--- src/rtl/xfer_pkg.sv ---
package xfer_pkg;
  localparam int OPW = 8;

  localparam logic [OPW-1:0] OPC_JMP_IMM = 8'h60;
  localparam logic [OPW-1:0] OPC_JSR_IMM = 8'h63;
  localparam logic [OPW-1:0] OPC_JMP_P   = 8'h64;
  localparam logic [OPW-1:0] OPC_JSR_P   = 8'h65;
  localparam logic [OPW-1:0] OPC_JMP_Q   = 8'h66;
  localparam logic [OPW-1:0] OPC_JSR_Q   = 8'h67;
  localparam logic [OPW-1:0] OPC_RET_STK = 8'hE1;
  localparam logic [OPW-1:0] OPC_JSS_IMM = 8'hE2;
  localparam logic [OPW-1:0] OPC_JSS_P   = 8'hE4;
  localparam logic [OPW-1:0] OPC_JSS_Q   = 8'hE5;
  localparam logic [OPW-1:0] OPC_BR_NZ   = 8'h30;
  localparam logic [OPW-1:0] OPC_BR_AL   = 8'h31;
  localparam logic [OPW-1:0] OPC_BR_Z    = 8'h32;

  typedef enum logic [3:0] {
    K_NONE, K_JMP_IMM, K_JSR_IMM, K_JMP_REG, K_JSR_REG,
    K_JSS_IMM, K_JSS_REG, K_RET, K_BR
  } kind_e;

  typedef enum logic [1:0] { C_ALWAYS, C_NZ, C_Z } cond_e;

  typedef struct packed {
    kind_e kind;
    logic  src_q;
    cond_e cond;
  } dec_t;

  typedef enum logic [3:0] {
    ST_IDLE, ST_IMM_HI, ST_IMM_LO, ST_PUSH_HI, ST_PUSH_LO,
    ST_POP_LO, ST_POP_HI, ST_REL_RD, ST_REL_ADD, ST_XFER
  } step_e;
endpackage

--- src/rtl/xfer_decode.sv ---
module xfer_decode
  import xfer_pkg::*;
(
  input  logic [OPW-1:0] opcode_i,
  output dec_t           dec_o
);
  always_comb begin
    dec_o = '{kind: K_NONE, src_q: 1'b0, cond: C_ALWAYS};
    case (opcode_i)
      OPC_JMP_IMM: dec_o.kind = K_JMP_IMM;
      OPC_JSR_IMM: dec_o.kind = K_JSR_IMM;
      OPC_JMP_P:   dec_o.kind = K_JMP_REG;
      OPC_JMP_Q:   begin dec_o.kind = K_JMP_REG; dec_o.src_q = 1'b1; end
      OPC_JSR_P:   dec_o.kind = K_JSR_REG;
      OPC_JSR_Q:   begin dec_o.kind = K_JSR_REG; dec_o.src_q = 1'b1; end
      OPC_JSS_IMM: dec_o.kind = K_JSS_IMM;
      OPC_JSS_P:   dec_o.kind = K_JSS_REG;
      OPC_JSS_Q:   begin dec_o.kind = K_JSS_REG; dec_o.src_q = 1'b1; end
      OPC_RET_STK: dec_o.kind = K_RET;
      OPC_BR_AL:   dec_o.kind = K_BR;
      OPC_BR_NZ:   begin dec_o.kind = K_BR; dec_o.cond = C_NZ; end
      OPC_BR_Z:    begin dec_o.kind = K_BR; dec_o.cond = C_Z; end
      default:     dec_o.kind = K_NONE;
    endcase
  end
endmodule

--- src/rtl/xfer_ctrl.sv ---
module xfer_ctrl
  import xfer_pkg::*;
(
  input  logic  clk_i,
  input  logic  rst_ni,
  input  logic  start_i,
  input  dec_t  dec_i,
  input  logic  zero_i,
  output step_e step_o,
  output kind_e kind_o,
  output logic  src_q_o,
  output logic  mem_rd_o,
  output logic  mem_wr_o,
  output logic  done_o
);
  step_e state_q, state_d;
  dec_t  info_q;
  logic  taken;

  always_comb begin
    case (info_q.cond)
      C_NZ:    taken = !zero_i;
      C_Z:     taken = zero_i;
      default: taken = 1'b1;
    endcase
  end

  always_comb begin
    state_d = state_q;
    case (state_q)
      ST_IDLE: if (start_i) begin
        case (dec_i.kind)
          K_JMP_IMM, K_JSR_IMM, K_JSS_IMM: state_d = ST_IMM_HI;
          K_JMP_REG, K_JSR_REG:            state_d = ST_XFER;
          K_JSS_REG:                       state_d = ST_PUSH_HI;
          K_RET:                           state_d = ST_POP_LO;
          K_BR:                            state_d = ST_REL_RD;
          default:                         state_d = ST_IDLE;
        endcase
      end
      ST_IMM_HI:  state_d = ST_IMM_LO;
      ST_IMM_LO:  state_d = (info_q.kind == K_JSS_IMM) ? ST_PUSH_HI : ST_XFER;
      ST_PUSH_HI: state_d = ST_PUSH_LO;
      ST_PUSH_LO: state_d = ST_XFER;
      ST_POP_LO:  state_d = ST_POP_HI;
      ST_POP_HI:  state_d = ST_XFER;
      ST_REL_RD:  state_d = taken ? ST_REL_ADD : ST_IDLE;
      default:    state_d = ST_IDLE;
    endcase
  end

  always_ff @(posedge clk_i or negedge rst_ni) begin
    if (!rst_ni) begin
      state_q <= ST_IDLE;
      info_q  <= '{kind: K_NONE, src_q: 1'b0, cond: C_ALWAYS};
    end else begin
      state_q <= state_d;
      if (state_q == ST_IDLE && start_i) info_q <= dec_i;
    end
  end

  assign step_o   = state_q;
  assign kind_o   = info_q.kind;
  assign src_q_o  = info_q.src_q;
  assign mem_rd_o = (state_q == ST_IMM_HI) || (state_q == ST_IMM_LO) ||
                    (state_q == ST_POP_LO) || (state_q == ST_POP_HI) ||
                    (state_q == ST_REL_RD);
  assign mem_wr_o = (state_q == ST_PUSH_HI) || (state_q == ST_PUSH_LO);
  assign done_o   = (state_q == ST_XFER) || (state_q == ST_REL_ADD) ||
                    (state_q == ST_REL_RD && !taken);


  done_pulse_chk: assert property (@(posedge clk_i) disable iff (!rst_ni)
    done_o |=> (!done_o && state_q == ST_IDLE));

  push_order_chk: assert property (@(posedge clk_i) disable iff (!rst_ni)
    (state_q == ST_PUSH_HI) |=> (state_q == ST_PUSH_LO));

  pop_order_chk: assert property (@(posedge clk_i) disable iff (!rst_ni)
    (state_q == ST_POP_LO) |=> (state_q == ST_POP_HI));

  busy_hold_chk: assert property (@(posedge clk_i) disable iff (!rst_ni)
    (state_q != ST_IDLE) |=> $stable(info_q));

  one_req_chk: assert property (@(posedge clk_i) disable iff (!rst_ni)
    $onehot0({mem_rd_o, mem_wr_o}));
endmodule

--- src/rtl/xfer_dpath.sv ---
module xfer_dpath
  import xfer_pkg::*;
#(
  parameter int          DW       = 8,
  parameter int          AW       = 2 * DW,
  parameter logic [AW-1:0] RESET_PC = '0
) (
  input  logic          clk_i,
  input  logic          rst_ni,
  input  step_e         step_i,
  input  kind_e         kind_i,
  input  logic          src_q_i,
  input  logic [DW-1:0] mem_rdata_i,
  input  logic [AW-1:0] p_i,
  input  logic [AW-1:0] q_i,
  input  logic [AW-1:0] s_i,
  output logic [AW-1:0] pc_o,
  output logic [AW-1:0] mem_addr_o,
  output logic [DW-1:0] mem_wdata_o,
  output logic          q_wr_o,
  output logic [AW-1:0] q_o,
  output logic          s_wr_o,
  output logic [AW-1:0] s_o
);
  logic [AW-1:0] pc_q, pc_d, ret_m1, s_inc, s_dec, pair, rel_sum;
  logic [DW-1:0] hi_q, lo_q;

  assign ret_m1  = pc_q - AW'(1);
  assign s_inc   = s_i + AW'(1);
  assign s_dec   = s_i - AW'(1);
  assign pair    = {hi_q, lo_q};
  assign rel_sum = pc_q + {{(AW-DW){lo_q[DW-1]}}, lo_q};

  always_comb begin
    pc_d        = pc_q;
    mem_addr_o  = pc_q;
    mem_wdata_o = '0;
    q_wr_o      = 1'b0;
    q_o         = pc_q;
    s_wr_o      = 1'b0;
    s_o         = s_i;
    case (step_i)
      ST_IMM_HI, ST_IMM_LO, ST_REL_RD: pc_d = pc_q + AW'(1);
      ST_PUSH_HI: begin
        mem_addr_o  = s_i;
        mem_wdata_o = ret_m1[AW-1:DW];
        s_wr_o      = 1'b1;
        s_o         = s_inc;
      end
      ST_PUSH_LO: begin
        mem_addr_o  = s_i;
        mem_wdata_o = ret_m1[DW-1:0];
        s_wr_o      = 1'b1;
        s_o         = s_inc;
      end
      ST_POP_LO, ST_POP_HI: begin
        mem_addr_o = s_dec;
        s_wr_o     = 1'b1;
        s_o        = s_dec;
      end
      ST_REL_ADD: pc_d = rel_sum;
      ST_XFER: begin
        case (kind_i)
          K_JMP_IMM, K_JSR_IMM, K_JSS_IMM: pc_d = pair;
          K_JMP_REG, K_JSR_REG, K_JSS_REG: pc_d = src_q_i ? q_i : p_i;
          K_RET:                           pc_d = pair + AW'(1);
          default:                         pc_d = pc_q;
        endcase
        q_wr_o = (kind_i == K_JSR_IMM) || (kind_i == K_JSR_REG);
      end
      default: pc_d = pc_q;
    endcase
  end

  always_ff @(posedge clk_i or negedge rst_ni) begin
    if (!rst_ni) begin
      pc_q <= RESET_PC;
      hi_q <= '0;
      lo_q <= '0;
    end else begin
      pc_q <= pc_d;
      if (step_i == ST_IMM_HI || step_i == ST_POP_HI) hi_q <= mem_rdata_i;
      if (step_i == ST_IMM_LO || step_i == ST_POP_LO || step_i == ST_REL_RD)
        lo_q <= mem_rdata_i;
    end
  end

  assign pc_o = pc_q;


  imm_advance_chk: assert property (@(posedge clk_i) disable iff (!rst_ni)
    (step_i == ST_IMM_HI || step_i == ST_IMM_LO || step_i == ST_REL_RD)
      |=> (pc_q == $past(pc_q) + AW'(1)));

  stack_pc_hold_chk: assert property (@(posedge clk_i) disable iff (!rst_ni)
    (step_i == ST_PUSH_HI || step_i == ST_PUSH_LO ||
     step_i == ST_POP_LO  || step_i == ST_POP_HI) |=> $stable(pc_q));

  idle_quiet_chk: assert property (@(posedge clk_i) disable iff (!rst_ni)
    (step_i == ST_IDLE) |-> (!q_wr_o && !s_wr_o));
endmodule

--- src/rtl/xfer_seq.sv ---
module xfer_seq
  import xfer_pkg::*;
#(
  parameter int            DW       = 8,
  parameter int            AW       = 2 * DW,
  parameter logic [AW-1:0] RESET_PC = '0
) (
  input  logic           clk_i,
  input  logic           rst_ni,
  input  logic           start_i,
  input  logic [OPW-1:0] opcode_i,
  input  logic           zero_i,
  input  logic [AW-1:0]  p_i,
  input  logic [AW-1:0]  q_i,
  input  logic [AW-1:0]  s_i,
  input  logic [DW-1:0]  mem_rdata_i,
  output logic [AW-1:0]  pc_o,
  output logic [AW-1:0]  mem_addr_o,
  output logic           mem_rd_o,
  output logic           mem_wr_o,
  output logic [DW-1:0]  mem_wdata_o,
  output logic           q_wr_o,
  output logic [AW-1:0]  q_o,
  output logic           s_wr_o,
  output logic [AW-1:0]  s_o,
  output logic           done_o
);
  dec_t  dec;
  step_e step;
  kind_e kind;
  logic  src_q;

  xfer_decode u_dec (.opcode_i(opcode_i), .dec_o(dec));

  xfer_ctrl u_ctrl (
    .clk_i(clk_i), .rst_ni(rst_ni), .start_i(start_i), .dec_i(dec),
    .zero_i(zero_i), .step_o(step), .kind_o(kind), .src_q_o(src_q),
    .mem_rd_o(mem_rd_o), .mem_wr_o(mem_wr_o), .done_o(done_o)
  );

  xfer_dpath #(.DW(DW), .AW(AW), .RESET_PC(RESET_PC)) u_dp (
    .clk_i(clk_i), .rst_ni(rst_ni), .step_i(step), .kind_i(kind),
    .src_q_i(src_q), .mem_rdata_i(mem_rdata_i), .p_i(p_i), .q_i(q_i),
    .s_i(s_i), .pc_o(pc_o), .mem_addr_o(mem_addr_o),
    .mem_wdata_o(mem_wdata_o), .q_wr_o(q_wr_o), .q_o(q_o),
    .s_wr_o(s_wr_o), .s_o(s_o)
  );
endmodule

--- config.mk ---
export PLATFORM = sky130hd
export DESIGN_NAME = xfer_seq
export DESIGN_NICKNAME = d
export VERILOG_FILES = /design/src/rtl/xfer_pkg.sv /design/src/rtl/xfer_decode.sv /design/src/rtl/xfer_ctrl.sv /design/src/rtl/xfer_dpath.sv /design/src/rtl/xfer_seq.sv
export SDC_FILE = /design/constraint.sdc
export NUM_CORES = 1
export LEC_CHECK = 0
export BUFFER_PORTS_ARGS = -buffer_cell sky130_fd_sc_hd__buf_2
export CAP_MARGIN = 20
export CORE_MARGIN = 2
export CORE_UTILIZATION = 40
export CTS_CLUSTER_DIAMETER = 100
export CTS_CLUSTER_SIZE = 24
export DETAILED_ROUTE_END_ITERATION = 7
export GPL_TIMING_DRIVEN = 0
export HOLD_SLACK_MARGIN = 0.08
export PLACE_DENSITY_LB_ADDON = 0.12
export SLEW_MARGIN = 20
export SYNTH_ARGS = -nofsm -noshare
export SYNTH_HDL_FRONTEND = slang
export SYNTH_SLANG_ARGS = --single-unit
export TNS_END_PERCENT = 1
--- constraint.sdc ---
create_clock -name clk_i -period 4.9 [get_ports clk_i]
set_input_delay 0.98 -clock clk_i [delete_from_list [all_inputs] [get_ports clk_i]]
set_output_delay 0.98 -clock clk_i [all_outputs]
set_load 0.01 [all_outputs]
# Word-level counts from Yosys, hierarchy flattened

Memory sizes are Yosys's and may differ from the RTL's.
Index checks and enable logic that the tools add are counted.

Register bits after elaboration: 43
Latch bits: 0
RAM bits: 0
Bits of input ports: 68
Memory bits (read-only): 64
Memories: 1
Word-level logic and storage cells: 93

Multiplexer cells: 16
Magnitude comparators: 0
Shift operators: 0
Equality and inequality tests: 33
$add $sub $neg: 6
Multipliers: 0
Bitwise operators: 0
Div/mod/pow operators: 0
Reduce and logical (&&, ||, !) cells: 30

Memory list:

| memory          | depth | width | rd ports | clocked after Yosys merged registers in | write ports | RTL line        | source |
|---|---|---|---|---|---|---|---|
| (no name shown) | 16    | 4     | 1        | 0                                       | 0           | xfer_ctrl.sv:32 | `case (dec_i.kind)` |

Operator list:

| kind                                                   | number |
|---|---|
| case mux 16 bit (3 select lines)                       | 2 |
| case mux 16 bit (2 select lines)                       | 2 |
| adder 16 x 1 -> 16 bit (second input constant)         | 3 |
| equality test 8 x 7 -> 1 bit (second input constant)   | 6 |
| equality test 4 x 3 -> 1 bit (second input constant)   | 8 |
| equality test 8 bit (second input constant)            | 4 |
| case mux 4 bit (8 select lines)                        | 1 |
| subtractor 16 x 1 -> 16 bit (second input constant)    | 2 |
| case mux 4 bit (7 select lines)                        | 1 |
| equality test 8 x 6 -> 1 bit (second input constant)   | 3 |
| adder 16 bit                                           | 1 |
| equality test 4 x 2 -> 1 bit (second input constant)   | 4 |
| 2-to-1 mux 16 bit                                      | 1 |
| case mux 8 bit (2 select lines)                        | 1 |
| OR reduction 3 bit                                     | 5 |
| 2-to-1 mux 4 bit                                       | 3 |
| OR reduction 2 bit                                     | 6 |
| logical OR 1 bit                                       | 11 |
| equality test 4 x 1 -> 1 bit (second input constant)   | 2 |
| equality test 4 bit (second input constant)            | 2 |
| logical NOT 4 bit                                      | 1 |
| inequality test 4 x 1 -> 1 bit (second input constant) | 1 |
| case mux 2 bit (2 select lines)                        | 1 |
| OR reduction 4 bit                                     | 1 |
| 9 further kinds                                        | 13 |

# Logic depth before layout (Yosys ltp)

Gate-level depths: netlist of run 1.
An unclocked memory read counts as a cell.

Depth in word-level cells: 6
Gate-level depth with buffers: 13
Gate-level depth less buffers: 13

# Cells and area by module

A second synthesis of run 1 with hierarchy kept.

Cells, all modules: 664
Area total of the unflattened synthesis: 5257.5 µm²

Modules (own cells, without submodules):

| module      | cells each | area an instance (µm²) | instances |
|---|---|---|---|
| xfer_dpath  | 563        | 4269.1                 | 1 |
| xfer_ctrl   | 75         | 798.3                  | 1 |
| xfer_decode | 26         | 190.2                  | 1 |

# Worst setup path before layout of run 1

No wires, ideal clock.

Path kind: input to output
From: input s_i[0]
To: output s_o[14]
Required time: 3920 ps
Stages: 10
Setup slack: 1317 ps
Data arrival time: 2603 ps
Cells stage by stage: clkbuf_1 inv_1 ha_1 nor3b_1 nor2b_1 nand2_1 nor2_1 xnor2_1 nor2_1 a221o_1

Word-level cells in the longest chain between the ends: 2
Elaborated cells on any way between the ends: 3

Ends and longest elaborated chain:

| item                                                                         | RTL line                           | source |
|---|---|---|
| from (decl)                                                                  | xfer_seq.sv:15                     | `input logic [AW-1:0] s_i,` |
| subtractor 16 x 1 -> 16 bit / adder 16 x 1 -> 16 bit (equally long branches) | xfer_dpath.sv:30, xfer_dpath.sv:29 |  |
| case mux 16 bit (2 select lines) *                                           | xfer_dpath.sv:42                   | `case (step_i)` |
| to (decl)                                                                    | xfer_seq.sv:25                     | `output logic [AW-1:0] s_o,` |

Every way passes the cells marked *; elsewhere a longest branch is shown, timed or not.

# Worst setup path in the final report of run 1

Ends and elaborated chain as after synthesis.

==> key figures, run 1 <==
Status
  – Outcome: finished, final reports clean

CTS
  – Root Buffer: clkbuf_16
  – Max clock buf depth: 2
  – CTS sink count: 43
  – CTS Buf Count: 5
  – Worst-path clk slew: ~0.06 ns
  – Clk Latency, worst-skew pair: 0.29 ns
  – CTS Hold Buffers Added: 0
  – Clock H-tree levels: 2
  – CTS tree: done
  – Post-cts repair resize count: 0
  – Post-CTS setup buffer count: 0

Floorplan
  – Core Region: approximately 13000 um2
  – Initial core utilization: 40.8%
  – I/O Pins: 145
  – Floorplan row count: 41
  – Chip width: 117 um
  – Die extent in y: around 120 um
  – Die area: 13700 um2

Global route
  – Overflow after GRT: 0
  – Pin count of the biggest net entering global routing: between 40 and 50
  – All-Layer GR Usage: roughly a quarter
  – Vias in the first global route: 5143
  – First-pass GRT wire length: 26000 um
  – Initial antenna violation count: 0

Power and ir drop
  – Peak supply drop: between 0.0002 and 0.00025 V
  – P_sw: ~1.2 mW
  – Sw Share: 47.7%
  – Power Density: about 420 nW/um2
  – Clock Power Share: roughly an eighth
  – Sequential power share: 28.4%
  – Comb pwr share: 58.8%
  – Leakage: 2.64 nW
  – Internal: 1.36 mW

Logic synthesis
  – Asr flop ratio synth: between 90% and 100%
  – Simple-gate portion of the synthesized area: 25.5%
  – Synthesized area: about 5000 um2
  – Number of synthesized flops with an enable pin: 0
  – XOR/XNOR Fraction of Synth Area: roughly 6.3%
  – Synth Warn #: 0
  – Synth Area in Compound Gates: 26.6%
  – Largest family of logic cells by synthesized area: compound AO/OA/AOI/OAI gates
  – Post-Syn Instances: 683
  – Syn nets: 773
  – Register bit total from synthesis: between 40 and 50
  – Post-Synthesis Mean Instance Area: 7.47 um2
  – Multiplexer share of the synthesized area: between 7 and 8%
  – Adder-cell area share of the yosys netlist: 5.54%
  – Distinct cells, synth: 68
  – Ys flop type: dfrtp_1
  – Register area share after synthesis: a little over a fifth

Cells and area
  – Antenna cells: 0
  – Layout Utilization: 49.0%
  – Fillers: ~1300
  – Fraction of layout cells with a size suffix above 1: 24.1%
  – Nets: 915
  – Area Growth Syn to Fin: 20.3%

Detailed routing
  – 1st-iter DRT viols: 427
  – Final wirelength: 16500 um
  – TritonRoute pass-1 iters: 5
  – # DRC: 0
  – Drt via density: about 5.8
  – Vias: 5762
  – Drt wl/cell: 16.6 um
  – Antenna viol nets, final: 0

Worst setup path
  – Kind of critical path: primary input to primary output
  – Critical Path RT: 3.92 ns
  – Worst setup SP type: primary input
  – Setup crit end kind: primary output
  – Arr. time, crit path: 3.18 ns
  – Max FO, Critical Path: 8

STA
  – RSZ-0062 raised after global routing: no
  – Min Tclk post-route: 4.16 ns
  – Worst Tran Pin Value: 0.738 ns
  – Slew HR: 50.6%
  – Fmax: 241 MHz
  – Endpoints failing setup: 0
  – Endpoints failing hold: 0
  – Final Slew Violations: 0
  – Period utilization: approximately 85%
  – Final TNS setup: 0 ns
  – Max Clock Skew: 0.00385 ns

Placement
  – HPWL after DPL: 13000 um
  – IO buf count: about 140
  – Gp weighted congestion: approximately 0.9

Run
  – Max Cap Violations: 0

Hold path
  – Hold crit path type: flop to flop
cell usage in the layout, fill, tap and decap left out, types with 9 or more instances in the layout:
cell type  instances
mux2i_1           19
ha_1              21
xnor2_1           26
a21o_1             9
nand2_1           68
xor2_1            11
buf_4             18
nor3_1            26
a22oi_1            9
and3_1            15
o21ai_0           54
nand2b_1           9
a21oi_1           36
clkbuf_1          31
nor2_1            61
a221o_1           13
and2_1             9
o22ai_1           14
buf_2            144
nor2b_1           11
inv_1             19
a31oi_1            9
dfrtp_1           43
mux2_2            16
nand3_1           23
registers in the layout, summed over array words and instances, names as in the netlist:
| name | count |
|---|---|
| u_ctrl.info_q | 2 |
| u_ctrl.kind_o | 4 |
| u_ctrl.src_q_o | 1 |
| u_ctrl.step_o | 4 |
| u_dp.hi_q | 8 |
| u_dp.lo_q | 8 |
| u_dp.pc_o | 16 |
metal layers:
metal  GRT usage [%]  vias to the layer above  routed length (um)  part of all wire, %
met5               0                        -                   0                    0
met1            33.7                     2720                7700                   47
met3            2.68                       17                 937                  5.7
li1                -                     2795                   -                    -
met4            4.78                        0                 250                  1.5
met2            40.1                      230                7660                   46
per-stage QoR:
stage          setup slack, ns  std cells  total power [mW]  cell area, um2  hold WS [ns]
3_5_place_dp             0.804        990              2.26            5990         0.501
5_1_grt                  0.541        998              2.81            6140         0.572
6_report                 0.744        998              2.59            6140         0.509
2_1_floorplan             1.32        683              1.73            5100         0.475
3_3_place_gp             0.782        990              2.23            5990         0.495
4_1_cts                  0.796        998              2.59            6140         0.515
power groups by stage:
stage,sequential [mW],clock (mW),combinational [mW]
5_1_grt,0.769,0.352,1.69
2_1_floorplan,0.664,0,1.07
6_report,0.738,0.331,1.52
3_5_place_dp,0.742,0,1.51
3_3_place_gp,0.735,0,1.50
4_1_cts,0.737,0.337,1.52
kinds of logic (layout without fill, tap and decap cells):
kind of cell	after synthesis	in the layout
compound gates	205	205
xor+xnor	37	37
fa+ha+maj	22	22
buf+inv	81	224
flops	43	43
mux	35	35
simple gates	260	260
cells in the mapped netlist (all sizes together), types with 4 or more instances:
cell | instances | share of area [%]
nand3 | 23 | 2.3
xnor2 | 26 | 4.5
or3 | 4 | 0.49
a22oi | 9 | 1.3
dfrtp | 43 | 21
nand2 | 69 | 5.1
o22ai | 14 | 1.7
o21ai | 60 | 6.0
xor2 | 11 | 1.9
a21oi | 37 | 3.7
o32ai | 6 | 1.0
nand4 | 6 | 0.74
a211oi | 4 | 0.59
and3 | 15 | 1.8
nor3 | 28 | 2.9
ha | 21 | 5.1
nor4 | 9 | 1.5
clkbuf | 31 | 2.3
o211a | 5 | 0.98
nand2b | 9 | 1.1
a221oi | 5 | 0.86
buf | 30 | 3.8
inv | 20 | 1.5
mux2 | 16 | 3.5
nor2 | 63 | 4.8
a22o | 5 | 0.86
mux2i | 19 | 3.7
a31oi | 9 | 1.1
o211ai | 7 | 1.0
and2 | 9 | 1.1
nor2b | 11 | 1.3
a221o | 13 | 2.5
o221ai | 7 | 1.2
a21o | 9 | 1.3
area by class of cell:
| cell class | count | area (um2) | share of cell area (%) |
|---|---|---|---|
| multi-input cells | 559 | 3640 | 59.3 |
| inverters | 20 | 75.1 | 1.22 |
| repair buffers | 135 | 678 | 11.0 |
| well taps | 172 | 215 | 3.51 |
| clock inverters | 2 | 12.5 | 0.204 |
| flip-flops and latches | 43 | 1080 | 17.5 |
| plain buffers | 61 | 314 | 5.12 |
| clock buffers | 6 | 129 | 2.10 |
critical path, cell delays in order:
cell	delay [ns]
buf_2	0.11
clkbuf_1	0.19
inv_1	0.14
ha_1	0.21
nor3b_1	0.36
nor2b_1	0.28
nand2_1	0.14
nor2_1	0.15
xnor2_1	0.15
nor2_1	0.06
a221o_1	0.26
buf_2	0.14
worst paths after layout:
path,from,to,slack (ns),depth (start not counted)
setup reg to reg,u_ctrl.step_o[1],u_dp.pc_o[14],1.47,11
hold reg to reg,u_ctrl.info_q[1],u_ctrl.info_q[1],0.51,2
setup / recovery,s_i[0],s_o[14],0.74,12
min in group asynchronous,rst_ni,u_dp.pc_o[12],0.68,1
max in group asynchronous,rst_ni,u_ctrl.step_o[0],3.83,1
hold / removal,u_ctrl.info_q[1],u_ctrl.info_q[1],0.51,2
No activity file was read; power rests on OpenSTA's default activity.
==> inputs of run 2 (changes only) <==
clock period = 3.85 ns   (was 4.9 ns; I/O delays follow)
==> key figures, run 2 (synthesized netlist as in run 1, its figures left out) <==
Status
  – Outcome: finished, final reports clean

Worst setup path
  – Worst setup SP type: primary input
  – Kind of critical path: primary input to primary output
  – Arr. time, crit path: 2.86 ns (-0.32 ns)
  – R2R depth: 11 (unchanged)
  – Delay-heaviest family, CP: simple AND/OR/NAND/NOR gates
  – FF-to-FF End: u_dp.pc_o[14]
  – Max FO, Critical Path: 8 (unchanged)
  – R2R setup slack: 0.42 ns (-1.05 ns)
  – RR Startpoint: u_ctrl.step_o[1]
  – WP buf/inv: 4 (unchanged)
  – Setup crit end kind: primary output
  – CP peak stage delay: 0.27 ns (-0.09 ns)
  – Critical Path RT: 3.08 ns (-0.84 ns)
  – Crit path cell chain: buf_2 > clkbuf_1 > inv_1 > ha_1 > nor3b_2 > nor2b_1 > nand2_1 > nor2_1 > xnor2_1 > nor2_1 > a221o_1 > buf_2
  – Slowest-stage cell, CP: nor3b_2
  – Worst setup startpoint: s_i[0]

Global route
  – Pin count of the biggest net entering global routing: 44 (unchanged)
  – All-Layer GR Usage: 24.0% (unchanged)
  – Vias in the first global route: 5143 (unchanged)
  – Overflow after GRT: 0 (unchanged)
  – Initial antenna violation count: 0 (unchanged)
  – First-pass GRT wire length: 26000 um (unchanged)

STA
  – Worst hold margin: 0.472 ns (-0.0372 ns)
  – Final TNS setup: 0 ns (unchanged)
  – Min Tclk post-route: 3.63 ns
  – Slew HR: 50.2% (-0.42 points)
  – Max Clock Skew: 0.00322 ns (-0.000634 ns)
  – RSZ-0062 raised after global routing: no
  – Final Slew Violations: 0 (unchanged)
  – Worst Tran Pin Value: 0.744 ns (+0.00625 ns)
  – Period utilization: 94.2%
  – Fmax: 276 MHz
  – Endpoints failing setup: 0 (unchanged)
  – Endpoints failing hold: 0 (unchanged)

Detailed routing
  – 1st-iter DRT viols: 416 (-2.6%)
  – TritonRoute pass-1 iters: 5 (unchanged)
  – # DRC: 0 (unchanged)
  – Antenna viol nets, final: 0 (unchanged)
  – Drt via density: 5.76 (-0.26%)
  – Vias: 5747 (-0.26%)
  – Final wirelength: 16500 um (-0.18%)
  – Drt wl/cell: 16.6 um (-0.18%)

Cells and area
  – Antenna cells: 0 (unchanged)
  – Commonest non-fill, non-tap cells in the layout: 144 x buf_2, 68 x nand2_1, 61 x nor2_1
  – Layout Utilization: 49.1% (about the same)
  – Nets: 915 (unchanged)
  – Max reg flops: 16 (unchanged)
  – Area Growth Syn to Fin: 20.4% (about the same)
  – Most common cell after layout, fill and taps aside: buf_2
  – Fraction of layout cells with a size suffix above 1: 24.2% (+0.12 points)

CTS
  – Clk Latency, worst-skew pair: 0.29 ns (about the same)
  – Root Buffer: clkbuf_16
  – CTS tree: done
  – Post-CTS setup buffer count: 0 (unchanged)
  – CTS sink count: 43 (unchanged)
  – CTS Buf Count: 5 (unchanged)
  – Max clock buf depth: 2 (unchanged)
  – Clock H-tree levels: 2 (unchanged)
  – Worst-path clk slew: 0.06 ns (about the same)

Power and ir drop
  – Peak supply drop: 0.000307 V (+27%)
  – Leakage: 2.64 nW (about the same)
  – Power Density: 536 nW/um2 (+27%)

Floorplan
  – Chip width: 117 um (unchanged)
  – Core Region: 12500 um2 (unchanged)
  – Die area: 13700 um2 (unchanged)
  – Die extent in y: 117 um (unchanged)
  – Initial core utilization: 40.8% (unchanged)
  – Floorplan row count: 41 (unchanged)
  – I/O Pins: 145 (unchanged)

Run
  – Max Cap Violations: 0 (unchanged)

Hold path
  – Hold crit path type: primary input to asynchronous set/reset pin

Placement
  – Gp weighted congestion: 0.904 (unchanged)
  – HPWL after DPL: 13000 um (unchanged)
  – IO buf count: 135 (unchanged)
run 2: per-stage QoR:
stage / std cells / setup slack (ns) / cell area (um2) / total power, mW
6_report: 998 / 0.223 / 6140 / 3.29
5_1_grt: 998 / 0.0557 / 6140 / 3.58
4_1_cts: 998 / 0.166 / 6140 / 3.30
3_5_place_dp: 990 / 0.174 / 5990 / 2.87
3_3_place_gp: 990 / 0.152 / 5990 / 2.84
2_1_floorplan: 683 / 0.687 / 5100 / 2.20
run 2: worst max-delay path by stage:
stage | end | slack [ns] | cells past startpoint
4_1_cts | s_o[14] | 0.17 | 12
2_1_floorplan | s_o[14] | 0.69 | 10
3_3_place_gp | s_o[14] | 0.15 | 12
5_1_grt | s_o[14] | 0.06 | 12
6_report | s_o[14] | 0.22 | 12
3_5_place_dp | s_o[14] | 0.17 | 12
run 2: power breakdown:
group	switching [mW]	total, mW	internal, mW	leakage [nW]
Clock	0.181	0.420	0.240	0.0669
Combinational	1.07	1.94	0.874	2.06
Sequential	0.323	0.935	0.612	0.521
run 2: layout make-up:
type	count	area [um2]
Timing Repair Buffer	135	678
Buffer	61	314
Clock inverter	2	12.5
Multi-Input combinational cell	559	3640
Tap cell	172	215
Fill cell	1322	6370
Inverter	20	75.1
Clock buffer	6	129
Sequential cell	43	1080
run 2: per-layer routing:
layer | up-vias | wire length, um | GRT usage, %
li1 | 2797 | - | -
met1 | 2718 | 7620 | 33.7
met2 | 217 | 7680 | 40.1
met3 | 15 | 976 | 2.68
met4 | 0 | 234 | 4.78
met5 | - | 0 | 0
run 2: what timing repair did:
action,4_1_cts,5_1_grt
resized for setup,0,1
hold endpoints to repair,0,0
hold buffers,0,0
setup endpoints to repair,0,1
